## config.mk

```make
export PLATFORM = sky130hd
export DESIGN_NAME = pgseq_top
export DESIGN_NICKNAME = d
export VERILOG_FILES = /design/src/rtl/pgseq_pkg.sv /design/src/rtl/prog_rom.sv /design/src/rtl/ret_stack.sv /design/src/rtl/irq_arbiter.sv /design/src/rtl/pgseq_top.sv
export SDC_FILE = /design/constraint.sdc
export NUM_CORES = 1
export LEC_CHECK = 0
export ABC_AREA = 1
export BUFFER_PORTS_ARGS = -buffer_cell sky130_fd_sc_hd__buf_4
export CAP_MARGIN = 25
export CORE_MARGIN = 8
export CORE_UTILIZATION = 50
export DETAILED_ROUTE_END_ITERATION = 10
export PLACE_DENSITY = 0.76
export SKIP_CTS_REPAIR_TIMING = 1
export SYNTH_ARGS = -nofsm -noshare
export SYNTH_HDL_FRONTEND = slang
export SYNTH_SLANG_ARGS = --single-unit
```

## constraint.sdc

```tcl
create_clock -name clk -period 1.9 [get_ports clk]
set_clock_uncertainty 0.1 [all_clocks]
set_input_delay 0.095 -clock clk [delete_from_list [all_inputs] [get_ports clk]]
set_output_delay 0.095 -clock clk [all_outputs]
set_load 0.02 [all_outputs]
```

## src/rtl/pgseq_pkg.sv

```systemverilog
`timescale 1ns/1ps
package pgseq_pkg;
  localparam int PC_W   = 12;
  localparam int OFF_W  = 7;
  localparam int PAGE_W = PC_W - OFF_W;
  localparam int WORD_W = 10;
  localparam int BYTE_W = 8;
  localparam int NIRQ   = 4;
  localparam int STK_D  = 4;
  localparam logic [PAGE_W-1:0] SPEC_PAGE = PAGE_W'(2);
  // fixed vector per source, index = priority rank (0 highest)
  localparam logic [PC_W-1:0] VEC_TAB [NIRQ] = '{12'h080, 12'h084, 12'h086, 12'h08C};
endpackage

```

## src/rtl/prog_rom.sv

```systemverilog
`timescale 1ns/1ps
module prog_rom #(
  parameter int AW    = 12,
  parameter int WW    = 10,
  parameter int NPORT = 2
) (
  input  logic [NPORT-1:0][AW-1:0] addr_i,
  output logic [NPORT-1:0][WW-1:0] data_o
);
  // content is computed from the address: hi 2 bits and low byte
  localparam int LO_W = WW - 2;
  generate
    for (genvar p = 0; p < NPORT; p++) begin : g_port
      logic [AW-1:0] a;
      assign a = addr_i[p];
      assign data_o[p] = {a[AW-1 -: 2] ^ a[1:0],
                          a[LO_W-1:0] ^ {2{a[AW-1 -: 4]}} ^ LO_W'(8'h5A)};
    end
  endgenerate
endmodule

```

## src/rtl/ret_stack.sv

```systemverilog
`timescale 1ns/1ps
module ret_stack #(
  parameter int DEPTH = 4,
  parameter int W     = 12
) (
  input  logic         clk,
  input  logic         rst,
  input  logic         push,
  input  logic         pop,
  input  logic [W-1:0] din,
  output logic [W-1:0] top
);
  localparam int PW = $clog2(DEPTH);
  logic [W-1:0]  mem [DEPTH];
  logic [PW-1:0] sp;
  logic [PW-1:0] rd_ptr;

  // circular pointer: overflow silently overwrites the oldest slot
  assign rd_ptr = sp - PW'(1);
  assign top    = mem[rd_ptr];

  always_ff @(posedge clk) begin
    if (rst)       sp <= '0;
    else if (push) sp <= sp + PW'(1);
    else if (pop)  sp <= rd_ptr;
  end

  always_ff @(posedge clk) begin
    if (push) mem[sp] <= din;
  end


  push_pop_excl_chk: assert property (@(posedge clk) disable iff (rst) !(push && pop));

  push_lands_on_top_chk: assert property (@(posedge clk) disable iff (rst)
    push |=> top == $past(din));
endmodule

```

## src/rtl/irq_arbiter.sv

```systemverilog
`timescale 1ns/1ps
module irq_arbiter #(
  parameter int N = 4
) (
  input  logic         clk,
  input  logic         rst,
  input  logic [N-1:0] req,
  output logic [N-1:0] grant
);
  logic [N:0] seen;
  assign seen[0] = 1'b0;
  generate
    for (genvar i = 0; i < N; i++) begin : g_pri
      assign grant[i]  = req[i] & ~seen[i];
      assign seen[i+1] = seen[i] | req[i];
    end
  endgenerate


  grant_onehot_chk: assert property (@(posedge clk) disable iff (rst) $onehot0(grant));

  grant_when_req_chk: assert property (@(posedge clk) disable iff (rst)
    (|req) |-> (|(grant & req)));
endmodule

```

## src/rtl/pgseq_top.sv

```systemverilog
`timescale 1ns/1ps
module pgseq_top
  import pgseq_pkg::*;
#(
  parameter int P_W   = PC_W,
  parameter int O_W   = OFF_W,
  parameter int W_W   = WORD_W,
  parameter int B_W   = BYTE_W,
  parameter int N_IRQ = NIRQ,
  parameter int S_D   = STK_D
) (
  input  logic             clk,
  input  logic             rst,
  input  logic             adv_i,
  input  logic             jmp_page_i,
  input  logic             jmp_long_i,
  input  logic             call_spec_i,
  input  logic             ret_i,
  input  logic [O_W-1:0]   op_off_i,
  input  logic [P_W-1:0]   op_addr_i,
  input  logic             ie_set_i,
  input  logic             ie_clr_i,
  input  logic [N_IRQ-1:0] irq_req_i,
  input  logic             tbl_req_i,
  input  logic [P_W-O_W-1:0] tbl_page_i,
  input  logic [O_W-1:0]   tbl_off_i,
  output logic             tbl_req_rdy_o,
  output logic             tbl_valid_o,
  input  logic             tbl_ready_i,
  output logic [B_W-1:0]   tbl_data_o,
  output logic [P_W-1:0]   fetch_addr_o,
  output logic [W_W-1:0]   fetch_word_o,
  output logic             int_en_o,
  output logic [N_IRQ-1:0] irq_ack_o
);
  localparam int PG_W = P_W - O_W;

  logic [P_W-1:0]   pc_q, pc_d, pc_inc;
  logic             ie_q;
  logic [N_IRQ-1:0] grant, ack_q;
  logic             take;
  logic             push, pop;
  logic [P_W-1:0]   push_val, stk_top;
  logic [P_W-1:0]   vec_sel;
  logic [P_W-1:0]   tbl_addr;
  logic [1:0][P_W-1:0] rom_a;
  logic [1:0][W_W-1:0] rom_d;
  logic             tbl_acc;
  logic             tbl_v_q;
  logic [B_W-1:0]   tbl_d_q;

  irq_arbiter #(.N(N_IRQ)) u_arb (
    .clk(clk), .rst(rst), .req(irq_req_i), .grant(grant)
  );

  ret_stack #(.DEPTH(S_D), .W(P_W)) u_stk (
    .clk(clk), .rst(rst), .push(push), .pop(pop), .din(push_val), .top(stk_top)
  );

  assign tbl_addr = {tbl_page_i, tbl_off_i};
  assign rom_a[0] = pc_q;
  assign rom_a[1] = tbl_addr;

  prog_rom #(.AW(P_W), .WW(W_W), .NPORT(2)) u_rom (
    .addr_i(rom_a), .data_o(rom_d)
  );

  assign take   = ie_q && (|irq_req_i);
  assign pc_inc = pc_q + P_W'(1);

  always_comb begin
    vec_sel = '0;
    for (int i = 0; i < N_IRQ; i++)
      if (grant[i]) vec_sel = VEC_TAB[i];
  end

  // next-address selection; an accepted interrupt overrides all strobes
  always_comb begin
    pc_d     = pc_q;
    push     = 1'b0;
    pop      = 1'b0;
    push_val = pc_inc;
    if (take) begin
      pc_d     = vec_sel;
      push     = 1'b1;
      push_val = pc_q;
    end else if (adv_i) begin
      pc_d = pc_inc;
    end else if (jmp_page_i) begin
      pc_d = {pc_q[P_W-1:O_W], op_off_i};
    end else if (jmp_long_i) begin
      pc_d = op_addr_i;
    end else if (call_spec_i) begin
      pc_d = {SPEC_PAGE[PG_W-1:0], op_off_i};
      push = 1'b1;
    end else if (ret_i) begin
      pc_d = stk_top;
      pop  = 1'b1;
    end
  end

  always_ff @(posedge clk) begin
    if (rst) begin
      pc_q  <= '0;
      ie_q  <= 1'b0;
      ack_q <= '0;
    end else begin
      pc_q  <= pc_d;
      ack_q <= take ? grant : '0;
      if (take)          ie_q <= 1'b0;
      else if (ie_set_i) ie_q <= 1'b1;
      else if (ie_clr_i) ie_q <= 1'b0;
    end
  end

  // table-read byte channel
  assign tbl_req_rdy_o = !tbl_v_q || tbl_ready_i;
  assign tbl_acc       = tbl_req_i && tbl_req_rdy_o;

  always_ff @(posedge clk) begin
    if (rst) begin
      tbl_v_q <= 1'b0;
      tbl_d_q <= '0;
    end else if (tbl_acc) begin
      tbl_v_q <= 1'b1;
      tbl_d_q <= rom_d[1][B_W-1:0];
    end else if (tbl_ready_i) begin
      tbl_v_q <= 1'b0;
    end
  end

  assign fetch_addr_o = pc_q;
  assign fetch_word_o = rom_d[0];
  assign int_en_o     = ie_q;
  assign irq_ack_o    = ack_q;
  assign tbl_valid_o  = tbl_v_q;
  assign tbl_data_o   = tbl_d_q;

  // input assumption: decoder raises one strobe at a time
  strobe_onehot_chk: assert property (@(posedge clk) disable iff (rst)
    $onehot0({adv_i, jmp_page_i, jmp_long_i, call_spec_i, ret_i}));

  reset_state_chk: assert property (@(posedge clk)
    rst |=> (fetch_addr_o == '0) && !int_en_o && !tbl_valid_o && (irq_ack_o == '0));

  advance_chk: assert property (@(posedge clk) disable iff (rst)
    (adv_i && !take) |=> fetch_addr_o == $past(fetch_addr_o) + P_W'(1));

  spec_page_chk: assert property (@(posedge clk) disable iff (rst)
    (call_spec_i && !take) |=> fetch_addr_o[P_W-1:O_W] == SPEC_PAGE[PG_W-1:0]);

  ack_onehot_chk: assert property (@(posedge clk) disable iff (rst) $onehot0(irq_ack_o));

  ie_cleared_chk: assert property (@(posedge clk) disable iff (rst)
    (|irq_ack_o) |-> !int_en_o);

  no_entry_when_off_chk: assert property (@(posedge clk) disable iff (rst)
    !int_en_o |=> irq_ack_o == '0);
  generate
    for (genvar i = 0; i < N_IRQ; i++) begin : g_vchk

      vector_chk: assert property (@(posedge clk) disable iff (rst)
        irq_ack_o[i] |-> fetch_addr_o == VEC_TAB[i]);
    end
  endgenerate
  // both read ports see the same array
  rom_ports_agree_chk: assert property (@(posedge clk) disable iff (rst)
    (tbl_addr == fetch_addr_o) |-> rom_d[1] == fetch_word_o);

  tbl_hold_chk: assert property (@(posedge clk) disable iff (rst)
    (tbl_valid_o && !tbl_ready_i) |=> tbl_valid_o && $stable(tbl_data_o));

  tbl_no_pc_move_chk: assert property (@(posedge clk) disable iff (rst)
    (tbl_req_i && !take && !adv_i && !jmp_page_i && !jmp_long_i && !call_spec_i && !ret_i)
      |=> $stable(fetch_addr_o));
endmodule

```

==> results of run 1 <==
[stage by stage]
| stage | cells | worst slack, ns | TNS, ns | cell area (um^2) | total power [mW] |
|---|---|---|---|---|---|
| floorplan | 548 | 0.03116 | 0 | 4254 | 2.502 |
| global placement | 737 | 0.09124 | 0 | 5046 | 2.820 |
| detailed placement | 737 | 0.04621 | 0 | 5046 | 2.840 |
| CTS | 752 | 0.03189 | 0 | 5229 | 3.995 |
| global route | 774 | -0.03441 | -0.04979 | 5455 | 4.229 |
| finish | 774 | 0.1020 | 0 | 5455 | 4.055 |
[routing by layer]
layer | wire, um | up-vias
li1 | - | 1946
met1 | 4785 | 1806
met2 | 6058 | 153
met3 | 939 | 20
met4 | 208 | 0
met5 | 0 | -
[registers in the layout, indices dropped and copies added, names as in the netlist]
signal	cells
irq_ack_o	4
fetch_addr_o	12
u_stk.mem	48
tbl_valid_o	1
tbl_data_o	8
u_stk.sp	2
int_en_o	1
[how the worst min path moves through the flow]
stage | cells past startpoint | slack [ns] | endpoint | start
2_1_floorplan | 1 | 0.06 | fetch_addr_o[11]$_SDFFE_PP0P_ | rst
3_3_place_gp | 3 | 0.27 | tbl_valid_o$_SDFFE_PP0P_ | tbl_req_i
3_5_place_dp | 3 | 0.27 | int_en_o$_SDFFE_PP0P_ | ie_set_i
4_1_cts | 3 | -0.10 | int_en_o$_SDFFE_PP0P_ | ie_set_i
5_1_grt | 3 | -0.005 | tbl_data_o[4]$_SDFFE_PP0P_ | tbl_page_i[1]
6_report | 4 | -0.03 | irq_ack_o[1]$_SDFF_PP0_ | irq_req_i[1]
[worst max-delay path, stage by stage, from the launching register on]
cell and delay [ns]:
dfxtp_1 0.39, ha_1 0.19, nand2_1 0.12, nor2_2 0.22
nand2_1 0.07, nand2_1 0.07, nand2_1 0.06, nand2_1 0.05
o21ai_0 0.21
[cell usage after synthesis]
cell      number
a21oi_1       26
a21oi_2        3
a31oi_1        1
buf_2          9
buf_4         13
buf_6          4
clkbuf_1       4
clkbuf_2       4
clkinv_1       1
clkinv_2       1
dfxtp_1       28
edfxtp_1      48
ha_1           5
inv_1         85
inv_2          2
inv_4          1
nand2_1      166
nand2_2        1
nand2_4        1
nand3_1       49
nand4_1        2
nor2_1        20
nor2_2         7
nor2_4         2
nor3_1         2
o21a_1         1
o21ai_0       32
o21ai_1        4
o21ai_2        1
o21bai_1       2
o22ai_1        1
xnor2_1        8
xor2_1        14
[area by class of cell]
class | count | share of cell area (%)
clock buffer | 10 | 2.339
clock inverter | 5 | 1.009
inverter | 90 | 6.330
multi-input combinational | 348 | 30.99
sequential | 76 | 36.70
tap | 105 | 2.408
timing repair buffer | 140 | 20.23
[kinds of logic after synthesis]
logic type | count (synthesis) | synth area share, %
xor+xnor | 22 | 4.532
compound gates | 71 | 8.947
buf+inv | 124 | 13.27
fa+ha+maj | 5 | 1.471
simple gates | 250 | 24.69
flops | 76 | 47.09
[power breakdown]
group | internal, mW | leakage, nW | switching (mW)
registers | 1.85 | 0.675 | 0.0458
logic | 0.404 | 1.87 | 0.573
clock network | 0.595 | 0.0881 | 0.588
total | 2.85 | 2.63 | 1.21
==> run_results.csv, run 1 <==
group,metric,value,unit
final_layout,seqCellArea,2002,um^2
global_route,grt_overflow_total,0,
final_layout,fillers,647,
setup_path,timing.rr.end,"u_stk.mem[0][8]$_DFFE_PP_",
setup_path,crit_path_end_kind,"register",
floorplanning,dieArea,11710,um^2
cts,cts_tree,"built",
routing,first_iter_violations,189,
power_and_ir_drop,total_leakage_power,2.630,nW
routing,wl_per_cell,15.49,um
cts,root_buffer,"clkbuf_8",
final_layout,drive_above_1_share,22.87,%
final_layout,syn_to_final_growth,28.31,%
setup_path,start_kind,"register",
sta,tightest_slew,0.7434,ns
final_layout,antenna_cells,0,
final_layout,layout_commonest_cell,"nand2_1",
routing,via_per_inst,5.071,
sta,fmax,556.2,MHz
floorplanning,fp.dieH,108.2,um
sta,hold_viol,4,
global_route,grt.total_usage,19.67,%
synth,synth_warnings,0,
synth,ys_seq_area_share,47.09,%
place,dp_hpwl,8580,um
setup_path,cp_max_fo,4,
global_route,use_met2,34.05,%
final_layout,fin_nets,716,
routing,routed_wl,11990,um
cts,cts_buffer_depth,2,
sta,fin_crit_sh,94.63,%
setup_path,cp_data_arrival_time,1.72,ns
routing,postRouteAntennaNets,0,
synth,netlist_top_cells_area,"edfxtp_1 34%, nand2_1 15%, dfxtp_1 13%, inv_1 7.5%, nand3_1 5.8%",
routing,drc,0,
setup_path,reg2regPathDepth,8,
synth,synthesis.nets,599,
synth,ys_ff_latch,76,
global_route,use_met3,5.770,%
global_route,first_global_vias,3840,
setup_path,cp.required,1.82,ns
floorplanning,coreArea,8217,um^2
sta,maxSlewViolCount,0,
sta,rsz0062_at_grt,"yes",
global_route,grt.busiest_layer,"met2",
synth,syn_inst,548,
routing,via_count,3925,
cts,clock_latency,0.35,ns
floorplanning,io_pins,83,
floorplanning,num_rows,33,
status,violations,"hold timing",
sta,relSlewSlack,49.92,%
global_route,grt_pass1_wl,18170,um
cts,cts_buffers,9,
cts,cts_num_sinks,76,
synth,synth.distinct_cells,33,
synth,yosysTopAreaCell,"edfxtp_1",
cts,cts_htree_levels,3,
sta,period_minus_slack,1.798,ns
synth,yosysTopAreaCellShare,33.90,%
sta,setup_viol,0,
floorplanning,fp.dieW,108.2,um
power_and_ir_drop,peakVddDrop,498.3,uV
routing,dr.pass1.iters,5,
sta,hold_slack,-0.02508,ns
setup_path,reg2reg_slack,0.10,ns
power_and_ir_drop,p_per_area,743.4,nW/um^2
place,place.gp.congestion,0.9024,
floorplanning,initial_core_util,51.74,%
final_layout,multi_input_area,1690,um^2
setup_path,reg2reg_from,"fetch_addr_o[0]$_SDFFE_PP0P_",
status,run_status,"finished, violations left",
synth,avgSynthCellArea,7.758,um^2
cts,path_clk_slew,0.07,ns
setup_path,worstSetupStartpoint,"fetch_addr_o[0]$_SDFFE_PP0P_",
global_route,grt_start_max_net_pins,31,
final_layout,post-route-util,66.39,%
setup_path,crit_path_end,"u_stk.mem[0][8]$_DFFE_PP_",
final_layout,layout_common_cells,"166 x nand2_1, 119 x buf_4, 84 x inv_1, 49 x nand3_1, 48 x edfxtp_1",
place,portBuffers,82,
run,max_cap_viol_count,0,
global_route,grt_antenna_before_repair,0,
global_route,gr-usage-met1,23.18,%
setup_path,path_class,"register to register",
synth,synthesis.area,4252,um^2
hold_path,min_path_type,"input pin to register",
(Power assumes the default switching activity.)
==> inputs of run 2 (changes only) <==
--- a/config.mk
+++ b/config.mk
@@ -12,6 +12,7 @@
 export CORE_UTILIZATION = 50
 export DETAILED_ROUTE_END_ITERATION = 10
 export PLACE_DENSITY = 0.76
+export SETUP_SLACK_MARGIN = 0.5
 export SKIP_CTS_REPAIR_TIMING = 1
 export SYNTH_ARGS = -nofsm -noshare
 export SYNTH_HDL_FRONTEND = slang
==> run_results.csv, run 2 (synthesized netlist as in run 1, its figures left out) <==
group,metric,value,unit
routing,met1_length,5002,um
hold_path,hold_depth,2,
routing,postRouteAntennaNets,0,
final_layout,largest_reg_flops,48,
sta,maxSlewViolCount,0,
cts,cts_tree,"built",
routing,wl_per_cell,16.05,um
sta,fin_crit_sh,83.44,%
hold_path,min_path_type,"input pin to register",
setup_path,cp_max_fo,7,
place,portBuffers,82,
power_and_ir_drop,seqPwrFrac,47.3,%
status,violations,"hold timing",
final_layout,fin_area,5687,um^2
floorplanning,io_pins,83,
final_layout,layout_commonest_cell,"nand2_1",
cts,cts_num_sinks,76,
sta,hold_slack,-0.07063,ns
final_layout,stdcell_count,763,
power_and_ir_drop,p_per_area,711.7,nW/um^2
final_layout,layout_common_cells,"157 x nand2_1, 94 x buf_4, 79 x inv_1, 48 x edfxtp_1, 40 x nand3_1",
final_layout,drive_above_1_share,30.55,%
final_layout,syn_to_final_growth,33.76,%
power_and_ir_drop,p_sw_share,31.80,%
hold_path,worstHoldStart,"rst",
routing,via_count,3980,
final_layout,fin_nets,704,
place,place.gp.congestion,0.8953,
power_and_ir_drop,p_int,2.760,mW
cts,clock_latency,0.36,ns
sta,relSlewSlack,58.66,%
setup_path,timing.rr.end,"fetch_addr_o[5]$_SDFFE_PP0P_",
routing,top_layer_used,"met4",
routing,first_iter_violations,245,
hold_path,min_to,"fetch_addr_o[1]$_SDFFE_PP0P_",
global_route,grt_antenna_before_repair,0,
sta,rsz0062_at_grt,"yes",
sta,final.setup.tns,0,ns
routing,drc,0,
routing,wl_met3,937,um
sta,fmax,630.8,MHz
floorplanning,fp.dieW,108.2,um
cts,root_buffer,"clkbuf_8",
global_route,grt.total_usage,19.43,%
global_route,first_global_vias,3658,
place,dp_hpwl,8521,um
place,pre_cts_ws,0.09717,ns
status,run_status,"finished, violations left",
routing,via_per_inst,5.216,
setup_path,path_class,"register to register",
place,dpl.cell_count,719,
power_and_ir_drop,total_leakage_power,2.627,nW
floorplanning,initial_core_util,51.74,%
setup_path,crit_path_end_kind,"register",
setup_path,reg2reg_from,"u_stk.sp[1]$_SDFFE_PP0P_",
final_layout,max_flop_register,"u_stk.mem",
power_and_ir_drop,clock_power_share,26.9,%
global_route,grt_start_max_net_pins,30,
setup_path,start_kind,"register",
sta,hold_viol,13,
setup_path,reg2regPathDepth,11,
floorplanning,fp.dieH,108.2,um
power_and_ir_drop,power.switching,1.287,mW
place,placed_cell_area,5032,um^2
floorplanning,dieArea,11710,um^2
setup_path,cp.required,2.09,ns
global_route,grt_overflow_total,0,
cts,path_clk_slew,0.08,ns
sta,setup_viol,0,
sta,setup_ws,0.3147,ns
run,max_cap_viol_count,0,
routing,wl_met2,6114,um
cts,cts_buffer_depth,2,
floorplanning,num_rows,33,
power_and_ir_drop,p_comb_share,25.7,%
setup_path,cp_data_arrival_time,1.77,ns
setup_path,reg2reg_slack,0.31,ns
routing,routed_wl,12240,um
cts,cts_htree_levels,3,
routing,dr.pass1.iters,4,
sta,tightest_slew,0.6136,ns
floorplanning,coreArea,8217,um^2
sta,period_minus_slack,1.585,ns
final_layout,antenna_cells,0,
cts,cts_buffers,9,
power_and_ir_drop,peakVddDrop,366.9,uV
global_route,grt_pass1_wl,17840,um
==> run 2: cell count changes in the layout (fill, tap and decap cells not counted), moves of 8 or more <==
cell     change
nand3_2      +8
o21ai_0      -9
dfxtp_1     -12
nand2_2      +8
buf_4       -25
nand3_1      -9
buf_6       +10
nand2_1      -9
==> run 2: power groups by stage <==
stage / Sequential [mW] / Clock [mW] / Combinational [mW]
finish: 1.92 / 1.09 / 1.04
global route: 1.92 / 1.16 / 1.13
CTS: 1.91 / 1.10 / 0.896
detailed placement: 1.95 / 0 / 0.892
global placement: 1.94 / 0 / 0.877
floorplan: 1.97 / 0 / 0.574
==> run 2: worst max path at each step <==
stage | endpoint | slack, ns | from | cells after the start
final | fetch_addr_o[5]$_SDFFE_PP0P_ | 0.31 | u_stk.sp[1]$_SDFFE_PP0P_ | 11
after floorplan | fetch_addr_o[1]$_SDFFE_PP0P_ | 0.22 | u_stk.sp[0]$_SDFFE_PP0P_ | 13
after global placement | u_stk.mem[2][7]$_DFFE_PP_ | 0.14 | fetch_addr_o[0]$_SDFFE_PP0P_ | 6
after CTS | u_stk.mem[1][9]$_DFFE_PP_ | 0.1 | fetch_addr_o[0]$_SDFFE_PP0P_ | 7
after detailed placement | u_stk.mem[2][9]$_DFFE_PP_ | 0.1 | fetch_addr_o[0]$_SDFFE_PP0P_ | 7
after global routing | fetch_addr_o[6]$_SDFFE_PP0P_ | 0.19 | u_stk.sp[1]$_SDFFE_PP0P_ | 11
==> run 2: routing by layer <==
layer,vias up,track usage (%)
met2,160,31.65
met5,-,0
met3,16,4.997
li1,1925,-
met1,1879,24.43
met4,0,6.739
==> run 2: per-stage QoR <==
| stage | hold slack (ns) | util (%) | power (mW) |
|---|---|---|---|
| after global routing | -0.06197 | 69.21 | 4.214 |
| after detailed placement | 0.2423 | 61.25 | 2.840 |
| after CTS | -0.1334 | 63.30 | 3.902 |
| final | -0.07063 | 69.21 | 4.048 |
| after floorplan | 0.05744 | - | 2.542 |
| after global placement | 0.2356 | 61.25 | 2.821 |
==> run 2: critical path, cell delays in order (launching register included) <==
cell     delay, ns
dfxtp_4       0.38
inv_4         0.04
ha_4          0.30
buf_6         0.13
nand3_2       0.07
nand2_2       0.08
nand2_2       0.04
nand2_1       0.07
nand2_1       0.05
nand2_1       0.06
nand2_1       0.06
a21oi_2       0.12
==> run 2: area by class of cell <==
type | instances | area, um^2
inverters | 90 | 352.8
clock buffers | 10 | 127.6
repair buffers | 127 | 1099
repair inverters | 1 | 7.507
flip-flops and latches | 76 | 2032
well taps | 105 | 131.4
multi-input cells | 348 | 1896
fillers | 649 | 2530
clock inverters | 6 | 41.29
